===== config.mk =====
export PLATFORM = sky130hd
export DESIGN_NAME = gpio_irq_ctrl
export DESIGN_NICKNAME = d
export VERILOG_FILES = /design/src/rtl/gpio_ctrl_pkg.sv /design/src/rtl/gpio_in_sync.sv /design/src/rtl/gpio_irq_sense.sv /design/src/rtl/gpio_irq_ctrl.sv
export SDC_FILE = /design/constraint.sdc
export NUM_CORES = 1
export LEC_CHECK = 0
export ABC_AREA = 1
export BUFFER_PORTS_ARGS = -buffer_cell sky130_fd_sc_hd__clkbuf_2
export CORE_MARGIN = 4
export CORE_UTILIZATION = 44
export DETAILED_ROUTE_END_ITERATION = 16
export GPL_ROUTABILITY_DRIVEN = 0
export PLACE_DENSITY = 0.64
export SLEW_MARGIN = 30
export SYNTH_ARGS = -nofsm -noshare
export SYNTH_HDL_FRONTEND = slang
export SYNTH_SLANG_ARGS = --single-unit
export TNS_END_PERCENT = 30

===== constraint.sdc =====
create_clock -name clk -period 1.65 [get_ports clk]
set_input_delay 0.33 -clock clk [delete_from_list [all_inputs] [get_ports clk]]
set_output_delay 0.33 -clock clk [all_outputs]
set_load 0.03 [all_outputs]

===== src/rtl/gpio_ctrl_pkg.sv =====
// Package: register offsets and shared widths for the pin controller.
// Assumes byte addressing with word-aligned 32-bit registers.
package gpio_ctrl_pkg;
    localparam int DATA_W = 32;
    localparam int ADDR_W = 8;

    localparam logic [ADDR_W-1:0] OFS_MODE   = 8'h00;
    localparam logic [ADDR_W-1:0] OFS_DIR    = 8'h04;
    localparam logic [ADDR_W-1:0] OFS_DOUT   = 8'h08;
    localparam logic [ADDR_W-1:0] OFS_DIN    = 8'h0C;
    localparam logic [ADDR_W-1:0] OFS_PEND   = 8'h10;
    localparam logic [ADDR_W-1:0] OFS_ACK    = 8'h14;
    localparam logic [ADDR_W-1:0] OFS_MASK   = 8'h18;
    localparam logic [ADDR_W-1:0] OFS_UNMASK = 8'h1C;
    localparam logic [ADDR_W-1:0] OFS_SENSE  = 8'h20;
    localparam logic [ADDR_W-1:0] OFS_EDGE   = 8'h24;
endpackage


===== src/rtl/gpio_in_sync.sv =====
// Module: multi-stage synchronizer for the pad inputs.
// Assumes each pad bit is asynchronous and independent; no bus coherency.
module gpio_in_sync #(
    parameter int WIDTH  = 32,
    parameter int STAGES = 2
) (
    input  logic             clk,
    input  logic             rst_n,
    input  logic [WIDTH-1:0] d_async,
    output logic [WIDTH-1:0] q_sync
);
    logic [WIDTH-1:0] chain [STAGES];

    // First stage captures the raw pad levels.
    always_ff @(posedge clk) begin
        if (!rst_n) chain[0] <= '0;
        else        chain[0] <= d_async;
    end

    for (genvar s = 1; s < STAGES; s++) begin : g_stage
        // Each further stage resamples the one before it.
        always_ff @(posedge clk) begin
            if (!rst_n) chain[s] <= '0;
            else        chain[s] <= chain[s-1];
        end
    end

    assign q_sync = chain[STAGES-1];
endmodule


===== src/rtl/gpio_irq_sense.sv =====
// Module: per-pin interrupt sensing.
// The sense bit inverts the synchronized level. Level pins report that
// level live, and edge pins latch a sticky flag on a 0->1 change of it.
// Assumes the input is already synchronized. A change of the sense bit can
// itself look like an edge, so software acknowledges after reconfiguring.
module gpio_irq_sense #(
    parameter int NUM_PINS = 32
) (
    input  logic                clk,
    input  logic                rst_n,
    input  logic [NUM_PINS-1:0] lvl_sync,
    input  logic [NUM_PINS-1:0] irq_mode,
    input  logic [NUM_PINS-1:0] edge_sel,
    input  logic [NUM_PINS-1:0] sense_low,
    input  logic [NUM_PINS-1:0] ack,
    output logic [NUM_PINS-1:0] edge_hit,
    output logic [NUM_PINS-1:0] flag_q,
    output logic [NUM_PINS-1:0] pend
);
    for (genvar i = 0; i < NUM_PINS; i++) begin : g_pin
        logic active;
        logic active_d;

        assign active      = lvl_sync[i] ^ sense_low[i];
        assign edge_hit[i] = active & ~active_d & irq_mode[i] & edge_sel[i];

        // Delayed copy of the polarity-adjusted level for edge detection.
        always_ff @(posedge clk) begin
            if (!rst_n) active_d <= 1'b0;
            else        active_d <= active;
        end

        // Sticky edge flag: a new edge wins over a same-cycle acknowledge.
        always_ff @(posedge clk) begin
            if (!rst_n)          flag_q[i] <= 1'b0;
            else if (edge_hit[i]) flag_q[i] <= 1'b1;
            else if (ack[i])      flag_q[i] <= 1'b0;
        end

        assign pend[i] = irq_mode[i] & (edge_sel[i] ? flag_q[i] : active);
    end
endmodule


===== src/rtl/gpio_irq_ctrl.sv =====
// Module: top of the pin controller.
// It holds the configuration registers, decodes the register port,
// drives the pad enables and values, and combines the interrupts.
// Assumes one write per cycle, with no byte enables. Reads are combinational.
module gpio_irq_ctrl
    import gpio_ctrl_pkg::*;
#(
    parameter int NUM_PINS    = 32,
    parameter int SYNC_STAGES = 2
) (
    input  logic                clk,
    input  logic                rst_n,
    input  logic [ADDR_W-1:0]   bus_addr,
    input  logic                bus_we,
    input  logic [DATA_W-1:0]   bus_wdata,
    output logic [DATA_W-1:0]   bus_rdata,
    input  logic [NUM_PINS-1:0] pad_in,
    output logic [NUM_PINS-1:0] pad_oe,
    output logic [NUM_PINS-1:0] pad_out,
    output logic                irq
);
    localparam int N = NUM_PINS;

    logic [N-1:0] mode_q, dir_q, dout_q, sense_q, edge_q, en_q;
    logic [N-1:0] lvl_sync, edge_hit, flag_q, pend, ack_vec;
    logic [N-1:0] wbits;

    assign wbits = bus_wdata[N-1:0];

    gpio_in_sync #(.WIDTH(N), .STAGES(SYNC_STAGES)) u_sync (
        .clk     (clk),
        .rst_n   (rst_n),
        .d_async (pad_in),
        .q_sync  (lvl_sync)
    );

    // Acknowledge vector, active only in the cycle of a write to 0x14.
    always_comb begin
        ack_vec = '0;
        if (bus_we && bus_addr == OFS_ACK) ack_vec = wbits;
    end

    gpio_irq_sense #(.NUM_PINS(N)) u_sense (
        .clk       (clk),
        .rst_n     (rst_n),
        .lvl_sync  (lvl_sync),
        .irq_mode  (mode_q),
        .edge_sel  (edge_q),
        .sense_low (sense_q),
        .ack       (ack_vec),
        .edge_hit  (edge_hit),
        .flag_q    (flag_q),
        .pend      (pend)
    );

    // Configuration registers and enable set/clear ports.
    always_ff @(posedge clk) begin
        if (!rst_n) begin
            mode_q  <= '0;
            dir_q   <= '0;
            dout_q  <= '0;
            sense_q <= '0;
            edge_q  <= '0;
            en_q    <= '0;
        end else if (bus_we) begin
            case (bus_addr)
                OFS_MODE:   mode_q  <= wbits;
                OFS_DIR:    dir_q   <= wbits;
                OFS_DOUT:   dout_q  <= wbits;
                OFS_SENSE:  sense_q <= wbits;
                OFS_EDGE:   edge_q  <= wbits;
                OFS_MASK:   en_q    <= en_q & wbits;
                OFS_UNMASK: en_q    <= en_q | wbits;
                default:    ;
            endcase
        end
    end

    assign pad_oe  = dir_q & ~mode_q;
    assign pad_out = dout_q;
    assign irq     = |(pend & en_q);

    // Read multiplexer; write-only and unmapped offsets return zero.
    always_comb begin
        bus_rdata = '0;
        case (bus_addr)
            OFS_MODE:  bus_rdata[N-1:0] = mode_q;
            OFS_DIR:   bus_rdata[N-1:0] = dir_q;
            OFS_DOUT:  bus_rdata[N-1:0] = dout_q;
            OFS_DIN:   bus_rdata[N-1:0] = lvl_sync & ~pad_oe;
            OFS_PEND:  bus_rdata[N-1:0] = pend;
            OFS_MASK:  bus_rdata[N-1:0] = en_q;
            OFS_SENSE: bus_rdata[N-1:0] = sense_q;
            OFS_EDGE:  bus_rdata[N-1:0] = edge_q;
            default:   bus_rdata = '0;
        endcase
    end
endmodule


# ---- Yosys cells after proc, flatten, opt, wreduce, memory -nomap -nowiden
# Memory sizes are Yosys's and may differ from the RTL's.
# Index checks and enable logic that the tools add are counted.
dict set report totals {
  ram_bits 64
  memories 1
  output_inout_bits 97
  reg_bits 256
  wordCells 426
  in_bits 75
}
dict set report classes {
  n_mux 103
  reduce_logical 42
  n_bitwise 201
  eq_ne 9
}
# name depth width read_ports rd_ports_with_merged_regs wr line_no
set mem_list {}
lappend mem_list {u_sync.chain 2 32 2 0 2 gpio_in_sync.sv:12} ;# logic [WIDTH-1:0] chain [STAGES];
# operator count
set op_table {}
lappend op_table {{$pmux 32 s8} 1}
lappend op_table {{$and 1x1->1} 128}
lappend op_table {{$and 32x32->32} 4}
lappend op_table {{$mux 1} 98}
lappend op_table {{$mux 32} 3}
lappend op_table {{$reduce_bool 2->1} 33}
lappend op_table {{$not 32->32} 2}
lappend op_table {{$pmux 32 s2} 1}
lappend op_table {{$eq 8x5->1 const B} 4}
lappend op_table {{$not 1->1} 32}
lappend op_table {{$or 32x32->32} 1}
lappend op_table {{$reduce_or 32->1} 1}
lappend op_table {{$xor 1x1->1} 32}
lappend op_table {{$eq 8x4->1 const B} 2}
lappend op_table {{$eq 8x6->1 const B} 2}
lappend op_table {{$reduce_and 2->1} 6}
lappend op_table {{$eq 8x3->1 const B} 1}
lappend op_table {{$logic_not 8->1} 1}
lappend op_table {{$or 1x1->1} 2}
lappend op_table {{$logic_and 1x1->1} 1}

# ---- Logic depth before layout (Yosys ltp)
# Gate-level depths: netlist (run 1).
dict set report logic_depth {
  ltp_word 5
  mapped_depth 10
  mapped_depth_nobuf 10
}

# ---- Hierarchy
# From an unflattened synthesis (run 1), not the netlist that was laid out.
dict set report unflattened {
  hier_cells 2563
  hier_area_um2 15945.3
}
# mod area_each_um2 seq_area_each_um2 n_inst cells_per_inst
set by_module_without_submodules {}
lappend by_module_without_submodules {gpio_irq_ctrl 10359.9 3843.7 1 1721}
lappend by_module_without_submodules {gpio_irq_sense 3744.8 1281.2 1 643}
lappend by_module_without_submodules {gpio_in_sync 1840.5 1281.2 1 199}

# ---- Worst setup path after synthesis (run 1)
# Ideal clock, no wire load.
dict set report synth_timing {
  path_kind {input to output}
  from {input port bus_addr[7]}
  to {output port bus_rdata[23]}
  n_path_buf 1
  t_arrival_ps 1619
  cell_stages 8
  path_slack_ps -299
  required_ps 1320
  path_cell_list {nor2_1 -> inv_1 -> nor3_4 -> nand2_1 -> clkbuf_1 -> o21ai_0 -> nor2_1 -> nand2_1}
}
dict set report synth_between {
  elab_chain_cells 2
  word_cells_on_any_way 9
  cone_classes {eq/ne (7); mux (1); reduce/logical (1)}
}
# element line_no
set synth_lines {}
lappend synth_lines {{start: declaration} gpio_irq_ctrl.sv:13} ;# input logic [ADDR_W-1:0] bus_addr,
lappend synth_lines {{$eq 8x6->1, or another cell as far along} gpio_irq_ctrl.sv:86} ;# case (bus_addr)
lappend synth_lines {{$pmux 32 s8 *} gpio_irq_ctrl.sv:86}
lappend synth_lines {{end: declaration} gpio_irq_ctrl.sv:16} ;# output logic [DATA_W-1:0] bus_rdata,
# Every way passes the cells marked *; elsewhere a longest branch is shown, timed or not.

# ---- Worst setup path after layout (run 1)
dict set report layout_timing {
  from {register sense_q[28]}
  to {output port irq}
}
dict set report layout_between {
  elab_chain_cells 5
}
# element line_no
set layout_lines {}
lappend layout_lines {{start: declaration} gpio_irq_ctrl.sv:24} ;# logic [N-1:0] mode_q, dir_q, dout_q, sense_q, edge_q, en_q;
lappend layout_lines {{start signal: assignment} gpio_irq_ctrl.sv:70} ;# OFS_SENSE: sense_q <= wbits;
lappend layout_lines {{$xor 1x1->1} gpio_irq_sense.sv:24} ;# assign active = lvl_sync[i] ^ sense_low[i];
lappend layout_lines {{$mux 1} gpio_irq_sense.sv:40} ;# assign pend[i] = irq_mode[i] & (edge_sel[i] ? flag_q[i] : active);
lappend layout_lines {{$and 1x1->1} gpio_irq_sense.sv:40}
lappend layout_lines {{$and 32x32->32} gpio_irq_ctrl.sv:81} ;# assign irq = |(pend & en_q);
lappend layout_lines {{$reduce_or 32->1} gpio_irq_ctrl.sv:81}
lappend layout_lines {{end: declaration} gpio_irq_ctrl.sv:20} ;# output logic irq
# No other way between the ends.

==> results of run 1 <==
-- cell usage after synthesis, drive strengths merged --
library cell,n,share of area (%)
dfxtp,320,46
nor2,200,5.6
clkbuf,71,1.9
o21ai,326,12
inv,243,6.5
a21oi,225,8.1
nand2,483,13
nor3,4,0.30
buf,30,1.2
o22ai,35,1.6
nand3,116,4.2
-- state kept, by name (all words and copies together), names as in the netlist --
register,count
edge_q,32
u_sense.g_pin.active_d,32
en_q,32
u_sync.chain,64
mode_q,32
dir_q,32
sense_q,32
pad_out,32
u_sense.flag_q,32
-- worst min path at each step --
stage                              startpoint                             end  slack, ps
6_report                           pad_in[22]  u_sync.chain[0][22]$_SDFF_PN0_         30
3_3_place_gp   u_sync.chain[0][16]$_SDFF_PN0_  u_sync.chain[1][16]$_SDFF_PN0_        390
2_1_floorplan   u_sync.chain[0][0]$_SDFF_PN0_   u_sync.chain[1][0]$_SDFF_PN0_        390
5_1_grt                            pad_in[22]  u_sync.chain[0][22]$_SDFF_PN0_         40
4_1_cts                            pad_in[22]  u_sync.chain[0][22]$_SDFF_PN0_          4
3_5_place_dp    u_sync.chain[0][2]$_SDFF_PN0_   u_sync.chain[1][2]$_SDFF_PN0_        400
-- layout make-up --
type                       instances  area [µm²]  area share [%]
sequential                       320        6470            31.5
clock buffer                      56        1090            5.30
inverter                         243         947            4.61
timing repair buffer             441        4290            20.9
clock inverter                     7        52.6           0.256
tap                              396         495            2.41
multi-input combinational       1390        7210            35.1
-- kinds of logic (layout without fill, tap and decap cells) --
| group | count (synthesis) | count (layout) | share of synthesized area, % |
|---|---|---|---|
| buf+inv | 344 | 747 | 9.60 |
| compound gates | 586 | 586 | 21.3 |
| simple gates | 803 | 804 | 23.2 |
| flops | 320 | 320 | 45.9 |
-- where the power goes --
part	switching (mW)	internal, mW
Clock	3.24	4.55
Sequential	0.0528	7.83
Combinational	0.515	0.335
-- routing by layer --
metal	vias to the layer above	global-route usage (%)
li1	7406	-
met1	7022	35.2
met2	577	45.3
met3	135	3.50
met4	0	10.3
met5	-	0
-- timing repair --
| item | 4_1_cts | 5_1_grt |
|---|---|---|
| hold buffers | 29 | 0 |
| pin swaps | 65 | 84 |
| endpoints found under the setup margin | 61 | 86 |
| setup buffers | 25 | 7 |
| gates resized for setup | 304 | 286 |
| cloned | 10 | 6 |
| endpoints found under the hold margin | 29 | 0 |
-- worst reg2reg max path, stage by stage, from the launching register on --
cell	delay, ps
sky130_fd_sc_hd__dfxtp_2	340
sky130_fd_sc_hd__inv_2	40
sky130_fd_sc_hd__nand2_2	50
sky130_fd_sc_hd__nand2_2	70
sky130_fd_sc_hd__buf_4	140
sky130_fd_sc_hd__buf_4	120
sky130_fd_sc_hd__nor2_1	90
sky130_fd_sc_hd__nand3_1	80
sky130_fd_sc_hd__a21oi_1	130
-- stage by stage --
step	power (mW)	std cells
after detailed placement	8.74	2721
after floorplan	8.38	2053
final	16.5	2853
after global placement	8.72	2721
after global routing	17.1	2853
after CTS	16.6	2845
==> results_dict.tcl, run 1 <==
set metrics [dict create \
    synth.avg_cell_area_um2 6.80 \
    num-nets-final 2508 \
    reg2reg_end "u_sense.flag_q[3]$_SDFFE_PN0P_" \
    cp_num_cells 11 \
    remaining_drc_errors 0 \
    numPortBuffers 171 \
    setup-violations-final 50 \
    synth-warning-count 0 \
    hpwlAfterDp_um 30400 \
    unrepaired_setup_endpoints_after_global_routing "yes" \
    route.vias.total 15100 \
    final_antenna_net_count 0 \
    maxUsedRoutingLayer "met4" \
    run_status "finished, violations left" \
    grt_pass1_vias 14200 \
    cp_max_fo 2 \
    met1_wl_um 20700 \
    r2r_start "u_sync.chain[1][3]$_SDFF_PN0_" \
    hold_path_class "in -> reg" \
    grt_start_max_net_pins 56 \
    clkLatencyLatePin_ps 530 \
    diodes 0 \
    power-per-cell-area_nw_per_um2 805 \
    ff2ff_setup_slack_ps 520 \
    critical-path-top-cell-by-count "sky130_fd_sc_hd__nand2_1" \
    commonest_non_fill_non_tap_cells_in_the_layout "379 x sky130_fd_sc_hd__nand2_1, 271 x sky130_fd_sc_hd__dfxtp_1, 220 x sky130_fd_sc_hd__a21oi_1, 218 x sky130_fd_sc_hd__inv_1, 211 x sky130_fd_sc_hd__o21ai_0" \
    critPathMaxStageDelay_ps 310 \
    transition_time_at_the_pin_with_the_least_slew_margin_ps 447 \
    drt-vias-per-instance 5.31 \
    max-slew-margin-rel_pct 70.1 \
    cts.reportedPaths.clkPinSlew_ps 60 \
    final.setup.worst_slack_ps -563 \
    die-height_um 186 \
    slew_violations 0 \
    critical_path.startpoint_type "flip-flop" \
    min_delay_path_depth 3 \
    cp_cell_sequence "inv_1, nand2_1, nand3_2, nand2_2, nand2_1, nand2_4, nor2_2, nand2_1, nor2_2, nand2_2, buf_8" \
    post_drt_wl_per_cell_um 17.3 \
    synth.ff_latch_count 320 \
    clock_tree.root_cell "sky130_fd_sc_hd__clkbuf_16" \
    hold_viol 0 \
    grt.overflow.total 0 \
    fin_util_pct 66.5 \
    mappedNetlistArea_um2 14000 \
    clock_path_buffers 3 \
    slowest_stage "sky130_fd_sc_hd__dfxtp_1" \
    yosysSeqAreaShare_pct 45.9 \
    arrival_ps 1880 \
    maxClockFrequency_mhz 452 \
    timing.max_cap.violations 0 \
    drt_pass1_iterations 5 \
    layout-drive-gt1-share_pct 31.9 \
    placement.cell_area_um2 16900 \
    timing.setup.tns_ps -15940 \
    core_area_um2 30900 \
    power.ir.vdd_worst_uv 606 \
    startpoint "sense_q[28]$_SDFFE_PN0P_" \
    crit_path_end "irq" \
    layout_fillers 2540 \
    violations_in_the_final_reports "setup timing" \
    core.rowCount 64 \
    netlist-cell-type-count 23 \
    p_leak_nw 9.11 \
    antenna_found_initial 0 \
    cts-buffers-inserted 37 \
    final.period_utilization_pct 134 \
    hold_ws_ps 26.9 \
    final_critical_path_required_period_ps 2210 \
    worst_setup_path_end_kind "primary output" \
    cts_htree_levels 2 \
    syn_inst 2053 \
    grt_usage_pct 26.8 \
    met2WireLength_um 23100 \
    drtIter0Drc 1184 \
    num_io_pins 172 \
    cts_tree "built" \
    clock-skew-final_ps 22.4 \
    depth_of_the_most_critical_reg_to_reg_path 8 \
    die_w_um 186 \
    finalWirelength_um 49300 \
    place_worst_setup_slack_ps -562 \
    postSynthNetCount 2128 \
    synthToLayoutAreaGrowth_pct 47.1 \
    start_util_pct 45.2 \
    mostFrequentLayoutCell "sky130_fd_sc_hd__nand2_1" \
    post-route-cell-area_um2 20500 \
    critPathKind "reg -> out" \
    clock_sinks 320 \
    crit_buf_inv 2 \
    grt_first_pass_wirelength_um 74500 \
    timing.critical_path.max_delay_family "simple AND/OR/NAND/NOR gates" \
    cp_data_required_time_ps 1320 \
    dr_wl_met3_um 3640 \
    fp.dieArea_um2 34700 \
]
Power figures use the tool's default switching activity.
==> inputs of run 2 (changes only) <==
Settings changed: CAP_MARGIN set to 20, PLACE_DENSITY 0.64 to 0.71.
==> results_dict.tcl, run 2 (synthesis gave the netlist of run 1 again) <==
set metrics [dict create \
    run_status "finished, violations left" \
    violations_in_the_final_reports "setup timing" \
    unrepaired_setup_endpoints_after_global_routing "yes" \
    slowest_stage "sky130_fd_sc_hd__dfxtp_1" \
    grt_usage_pct 26.5 \
    gr-usage-met3_pct 4.32 \
    stdcell_count 2856 \
    layout_fillers 2480 \
    hold_path_class "in -> reg" \
    cts_tree "built" \
    largest_register "u_sync.chain" \
    critical-path-top-cell-by-count "sky130_fd_sc_hd__nand2_1" \
    antenna_found_initial 1 \
    final.setup.worst_slack_ps -566 \
    power.ir.vdd_worst_uv 681 \
    report.power.total_mw 16.8 \
    place.detailed.instances 2735 \
    die_w_um 186 \
    post_drt_wl_per_cell_um 17.3 \
    grt_start_max_net_pins 45 \
    clock_sinks 320 \
    cp_cell_sequence "inv_1, nand2_1, nand2_2, o21ai_2, nand2_1, nand2_1, nor2_1, nand2_1, nor2_2, nand2_2, buf_8" \
    cp_data_required_time_ps 1320 \
    grt_use_met1_pct 34.5 \
    grt.overflow.total 0 \
    cts_htree_levels 2 \
    cp_max_fo 3 \
    cts.reportedPaths.clkPinSlew_ps 60 \
    final_critical_path_required_period_ps 2220 \
    worst_setup_path_end_kind "primary output" \
    place_worst_setup_slack_ps -555 \
    critPathMaxStageDelay_ps 330 \
    globalRouteMet2Util_pct 43.7 \
    route.vias.total 15500 \
    number_of_flip_flops_in_the_largest_register 64 \
    clock-skew-final_ps 7.69 \
    commonest_non_fill_non_tap_cells_in_the_layout "378 x sky130_fd_sc_hd__nand2_1, 253 x sky130_fd_sc_hd__dfxtp_1, 232 x sky130_fd_sc_hd__o21ai_0, 224 x sky130_fd_sc_hd__a21oi_1, 206 x sky130_fd_sc_hd__buf_4" \
    setup-violations-final 35 \
    max-slew-margin-rel_pct 69.5 \
    hold_ws_ps 3.34 \
    placement.cell_area_um2 16900 \
    grt_busiest_layer "met2" \
    layout-drive-gt1-share_pct 33.5 \
    clkLatencyLatePin_ps 520 \
    finalWirelength_um 49400 \
    critical_path.startpoint_type "flip-flop" \
    grt_first_pass_wirelength_um 74300 \
    hold_viol 0 \
    ff2ff_setup_slack_ps 120 \
    clock_tree.root_cell "sky130_fd_sc_hd__clkbuf_16" \
    num_io_pins 172 \
    maxClockFrequency_mhz 451 \
    arrival_ps 1890 \
    remaining_drc_errors 0 \
    mostFrequentLayoutCell "sky130_fd_sc_hd__nand2_1" \
    timing.setup.tns_ps -14600 \
    layout.area.seq_um2 6500 \
    post-route-cell-area_um2 20300 \
    fin_util_pct 65.6 \
    transition_time_at_the_pin_with_the_least_slew_margin_ps 457 \
    hpwlAfterDp_um 31200 \
    drt-vias-per-instance 5.44 \
    core_area_um2 30900 \
    clock_path_buffers 3 \
    final_antenna_net_count 0 \
    power-per-cell-area_nw_per_um2 828 \
    num-nets-final 2510 \
    die-height_um 186 \
    slew_violations 0 \
    crit_buf_inv 2 \
    critPathKind "reg -> out" \
    timing.critical_path.max_delay_family "simple AND/OR/NAND/NOR gates" \
    final.period_utilization_pct 134 \
    numPortBuffers 171 \
    start_util_pct 45.2 \
    drt_pass1_iterations 5 \
    diodes 0 \
    grt_pass1_vias 14600 \
    timing.max_cap.violations 0 \
    drtIter0Drc 1098 \
    p_leak_nw 9.01 \
    cts-buffers-inserted 36 \
    fp.dieArea_um2 34700 \
    synthToLayoutAreaGrowth_pct 45.2 \
    core.rowCount 64 \
    multi_input_area_um2 7200 \
]
run 2: cell types whose count changed in the layout (fill, tap and decap cells not counted), sizes merged:
cell         change
clkbuf           -5
dlygate4sd3      -1
bufinv           +2
inv              +2
buf              +5
run 2: worst paths after layout:
| path | startpoint | endpoint | depth (start not counted) |
|---|---|---|---|
| setup / recovery | u_sync.chain[1][3]$_SDFF_PN0_ | irq | 11 |
| hold / removal | pad_in[30] | u_sync.chain[0][30]$_SDFF_PN0_ | 3 |
| setup reg to reg | u_sync.chain[1][0]$_SDFF_PN0_ | u_sense.flag_q[0]$_SDFFE_PN0P_ | 12 |
| hold reg to reg | u_sync.chain[0][14]$_SDFF_PN0_ | u_sync.chain[1][14]$_SDFF_PN0_ | 2 |
run 2: power by group:
group | switching (mW) | leakage (nW) | internal [mW] | total [mW]
Clock | 3.23 | 0.592 | 4.83 | 8.05
Combinational | 0.513 | 5.79 | 0.336 | 0.848
Sequential | 0.0584 | 2.63 | 7.83 | 7.89
run 2: timing repair:
item | 4_1_cts | 5_1_grt
setup buffers | 24 | 8
pin swaps | 64 | 62
setup endpoints to repair | 57 | 65
hold endpoints to repair | 28 | 0
cloned | 4 | 1
hold buffers | 28 | 0
resized for setup | 284 | 301
run 2: layout make-up:
cell class / instances / share of cell area (%)
Multi-Input combinational cell: 1390 / 35.5
Sequential cell: 320 / 32.1
Timing Repair Buffer: 444 / 19.6
Clock buffer: 52 / 5.29
Inverter: 243 / 4.55
Tap cell: 396 / 2.44
Clock inverter: 11 / 0.555
run 2: worst reg2reg max path, cell delays in order (launching register included):
cell and delay [ps]:
sky130_fd_sc_hd__dfxtp_4 360, sky130_fd_sc_hd__inv_2 60, sky130_fd_sc_hd__nand2_2 60, sky130_fd_sc_hd__buf_6 120, sky130_fd_sc_hd__buf_4 120, sky130_fd_sc_hd__buf_4 130
sky130_fd_sc_hd__buf_4 120, sky130_fd_sc_hd__buf_4 120, sky130_fd_sc_hd__buf_4 130, sky130_fd_sc_hd__nand2_4 50, sky130_fd_sc_hd__nor2_1 40, sky130_fd_sc_hd__nand3_1 50
sky130_fd_sc_hd__a21oi_1 60
run 2: metal layers:
metal	wire length, µm	vias up
met1	20200	7289
li1	-	7425
met5	17	-
met2	23500	686
met3	3920	136
met4	1860	2
==> inputs of run 3 (changes only) <==
--- a/config.mk
+++ b/config.mk
@@ -14,4 +14,5 @@
 export GPL_ROUTABILITY_DRIVEN = 0
 export PLACE_DENSITY = 0.71
+export SKIP_LAST_GASP = 1
 export SLEW_MARGIN = 30
 export SYNTH_ARGS = -nofsm -noshare
==> constraint.sdc (replaced) <==
create_clock -name clk -period 1.65 [get_ports clk]
set_input_delay 0.33 -clock clk [delete_from_list [all_inputs] [get_ports clk]]
set_output_delay 0.33 -clock clk [all_outputs]
set_load 0.02 [all_outputs]
==> results_dict.tcl, run 3 (synthesis gave the netlist of run 1 again) <==
set metrics [dict create \
    crit_buf_inv 6 \
    remaining_drc_errors 0 \
    slew_violations 0 \
    grt_start_max_net_pins 82 \
    fin_util_pct 64.2 \
    layout_fillers 2553 \
    layout.area.seq_um2 6490 \
    post_drt_wl_per_cell_um 17.5 \
    pwr-share-comb_pct 4.9 \
    transition_time_at_the_pin_with_the_least_slew_margin_ps 433 \
    p_leak_nw 8.99 \
    setup-violations-final 79 \
    critical_path.startpoint_type "input port" \
    critPathMaxStageDelay_ps 270 \
    unrepaired_setup_endpoints_after_global_routing "yes" \
    cts_tree "built" \
    final_critical_path_required_period_ps 2230 \
    final_antenna_net_count 0 \
    antenna_found_initial 1 \
    cellInternalPower_mw 13.1 \
    cts.reportedPaths.clkPinSlew_ps 60 \
    clock_tree.root_cell "sky130_fd_sc_hd__clkbuf_16" \
    clock-skew-final_ps 16.9 \
    grt_first_pass_wirelength_um 74800 \
    largest_register "u_sync.chain" \
    critPathKind "in -> out" \
    sw_frac_of_total_pct 22.7 \
    max-slew-margin-rel_pct 71.1 \
    timing.setup.tns_ps -20870 \
    final.period_utilization_pct 135 \
    cp_cell_sequence "buf_6, nor2_4, inv_2, nor3_4, buf_6, buf_6, buf_12, nand3_1, o21ai_1, nor2_2, nand2_2, clkbuf_8" \
    maxClockFrequency_mhz 449 \
    die-height_um 186 \
    multi_input_area_um2 7020 \
    clkLatencyLatePin_ps 520 \
    cp_max_fo 8 \
    die_w_um 186 \
    pwr-share-clk_pct 48.5 \
    run_status "finished, violations left" \
    total_switching_power_mw 3.85 \
    cts-buffers-inserted 36 \
    fp.dieArea_um2 34700 \
    worst_setup_path_end_kind "primary output" \
    critical-path-top-cell-by-count "sky130_fd_sc_hd__buf_6" \
    core_area_um2 30900 \
    power.ir.vdd_worst_uv 673 \
    start_util_pct 45.2 \
    hold_viol 0 \
    cts_htree_levels 2 \
    arrival_ps 1900 \
    timing.critical_path.max_delay_family "buffers and inverters" \
    stdcell_count 2840 \
    drt-vias-per-instance 5.45 \
    synthToLayoutAreaGrowth_pct 42.2 \
    commonest_non_fill_non_tap_cells_in_the_layout "377 x sky130_fd_sc_hd__nand2_1, 258 x sky130_fd_sc_hd__dfxtp_1, 241 x sky130_fd_sc_hd__o21ai_0, 221 x sky130_fd_sc_hd__a21oi_1, 201 x sky130_fd_sc_hd__inv_1" \
    grt_usage_pct 26.8 \
    drt_pass1_iterations 5 \
    hpwlAfterDp_um 30400 \
    final.setup.worst_slack_ps -579 \
    grt.overflow.total 0 \
    mostFrequentLayoutCell "sky130_fd_sc_hd__nand2_1" \
    cp_data_required_time_ps 1320 \
    slowest_stage "sky130_fd_sc_hd__nor3_4" \
    seq_power_share_pct 46.6 \
    violations_in_the_final_reports "setup timing" \
    drtIter0Drc 1351 \
    post-route-cell-area_um2 19900 \
    num-nets-final 2492 \
    hold_path_class "in -> reg" \
    clock_sinks 320 \
    route.vias.total 15500 \
    power-per-cell-area_nw_per_um2 853 \
    placement.cell_area_um2 16700 \
    place.detailed.instances 2707 \
    clock_path_buffers 3 \
    timing.max_cap.violations 0 \
    layout-drive-gt1-share_pct 31.3 \
    finalWirelength_um 49700 \
    numPortBuffers 171 \
    grt_pass1_vias 14400 \
    num_io_pins 172 \
    core.rowCount 64 \
    number_of_flip_flops_in_the_largest_register 64 \
    report.power.total_mw 16.9 \
]
run 3: cell type report:
type                    instances  area share, %
multi-input cells            1390           35.3
flip-flops and latches        320           32.7
repair buffers                426           18.6
clock buffers                  53           5.52
inverters                     243           4.70
well taps                     396           2.50
clock inverters                11          0.624
diodes                          1         0.0126
run 3: timing repair:
| action | CTS | global route |
|---|---|---|
| pin swaps | 44 | 76 |
| hold buffers | 23 | 0 |
| resized for setup | 170 | 267 |
| buffers inserted | 24 | 12 |
| cloned | 9 | 6 |
| hold endpoints to repair | 23 | 0 |
| endpoints found under the setup margin | 41 | 86 |
run 3: worst min-delay path: stages:
cell and delay [ps]:
sky130_fd_sc_hd__clkbuf_2 80, sky130_fd_sc_hd__nand2_1 50, sky130_fd_sc_hd__inv_1 40
run 3: worst paths after layout:
kind | slack [ps] | depth (start not counted) | to | start
min | 1 | 3 | u_sync.chain[0][15]$_SDFF_PN0_ | pad_in[15]
max reg2reg | 380 | 7 | u_sense.flag_q[15]$_SDFFE_PN0P_ | sense_q[15]$_SDFFE_PN0P_
max | -580 | 12 | bus_rdata[5] | bus_addr[7]
min reg2reg | 410 | 2 | u_sync.chain[1][7]$_SDFF_PN0_ | u_sync.chain[0][7]$_SDFF_PN0_
run 3: per-layer routing:
metal | vias up | track usage [%] | wire length (µm)
met1 | 7149 | 35.7 | 19900
met2 | 776 | 43.6 | 23000
met4 | 0 | 11.0 | 2100
met3 | 170 | 4.40 | 4810
li1 | 7387 | - | -
met5 | - | 0 | 0
run 3: stage by stage:
step           worst slack (ps)  hold slack, ps
6_report                   -579            1.48
5_1_grt                    -670            2.30
4_1_cts                    -518            1.11
3_5_place_dp               -492             396
3_3_place_gp               -480             393
2_1_floorplan              -124             390
run 3: power groups by stage:
| stage | combinational [mW] | clock (mW) | sequential, mW |
|---|---|---|---|
| finish | 0.828 | 8.22 | 7.89 |
| global route | 0.906 | 8.62 | 7.89 |
| CTS | 0.772 | 8.28 | 7.89 |
| detailed placement | 0.678 | 0 | 8.05 |
| global placement | 0.665 | 0 | 8.05 |
| floorplan | 0.344 | 0 | 8.04 |
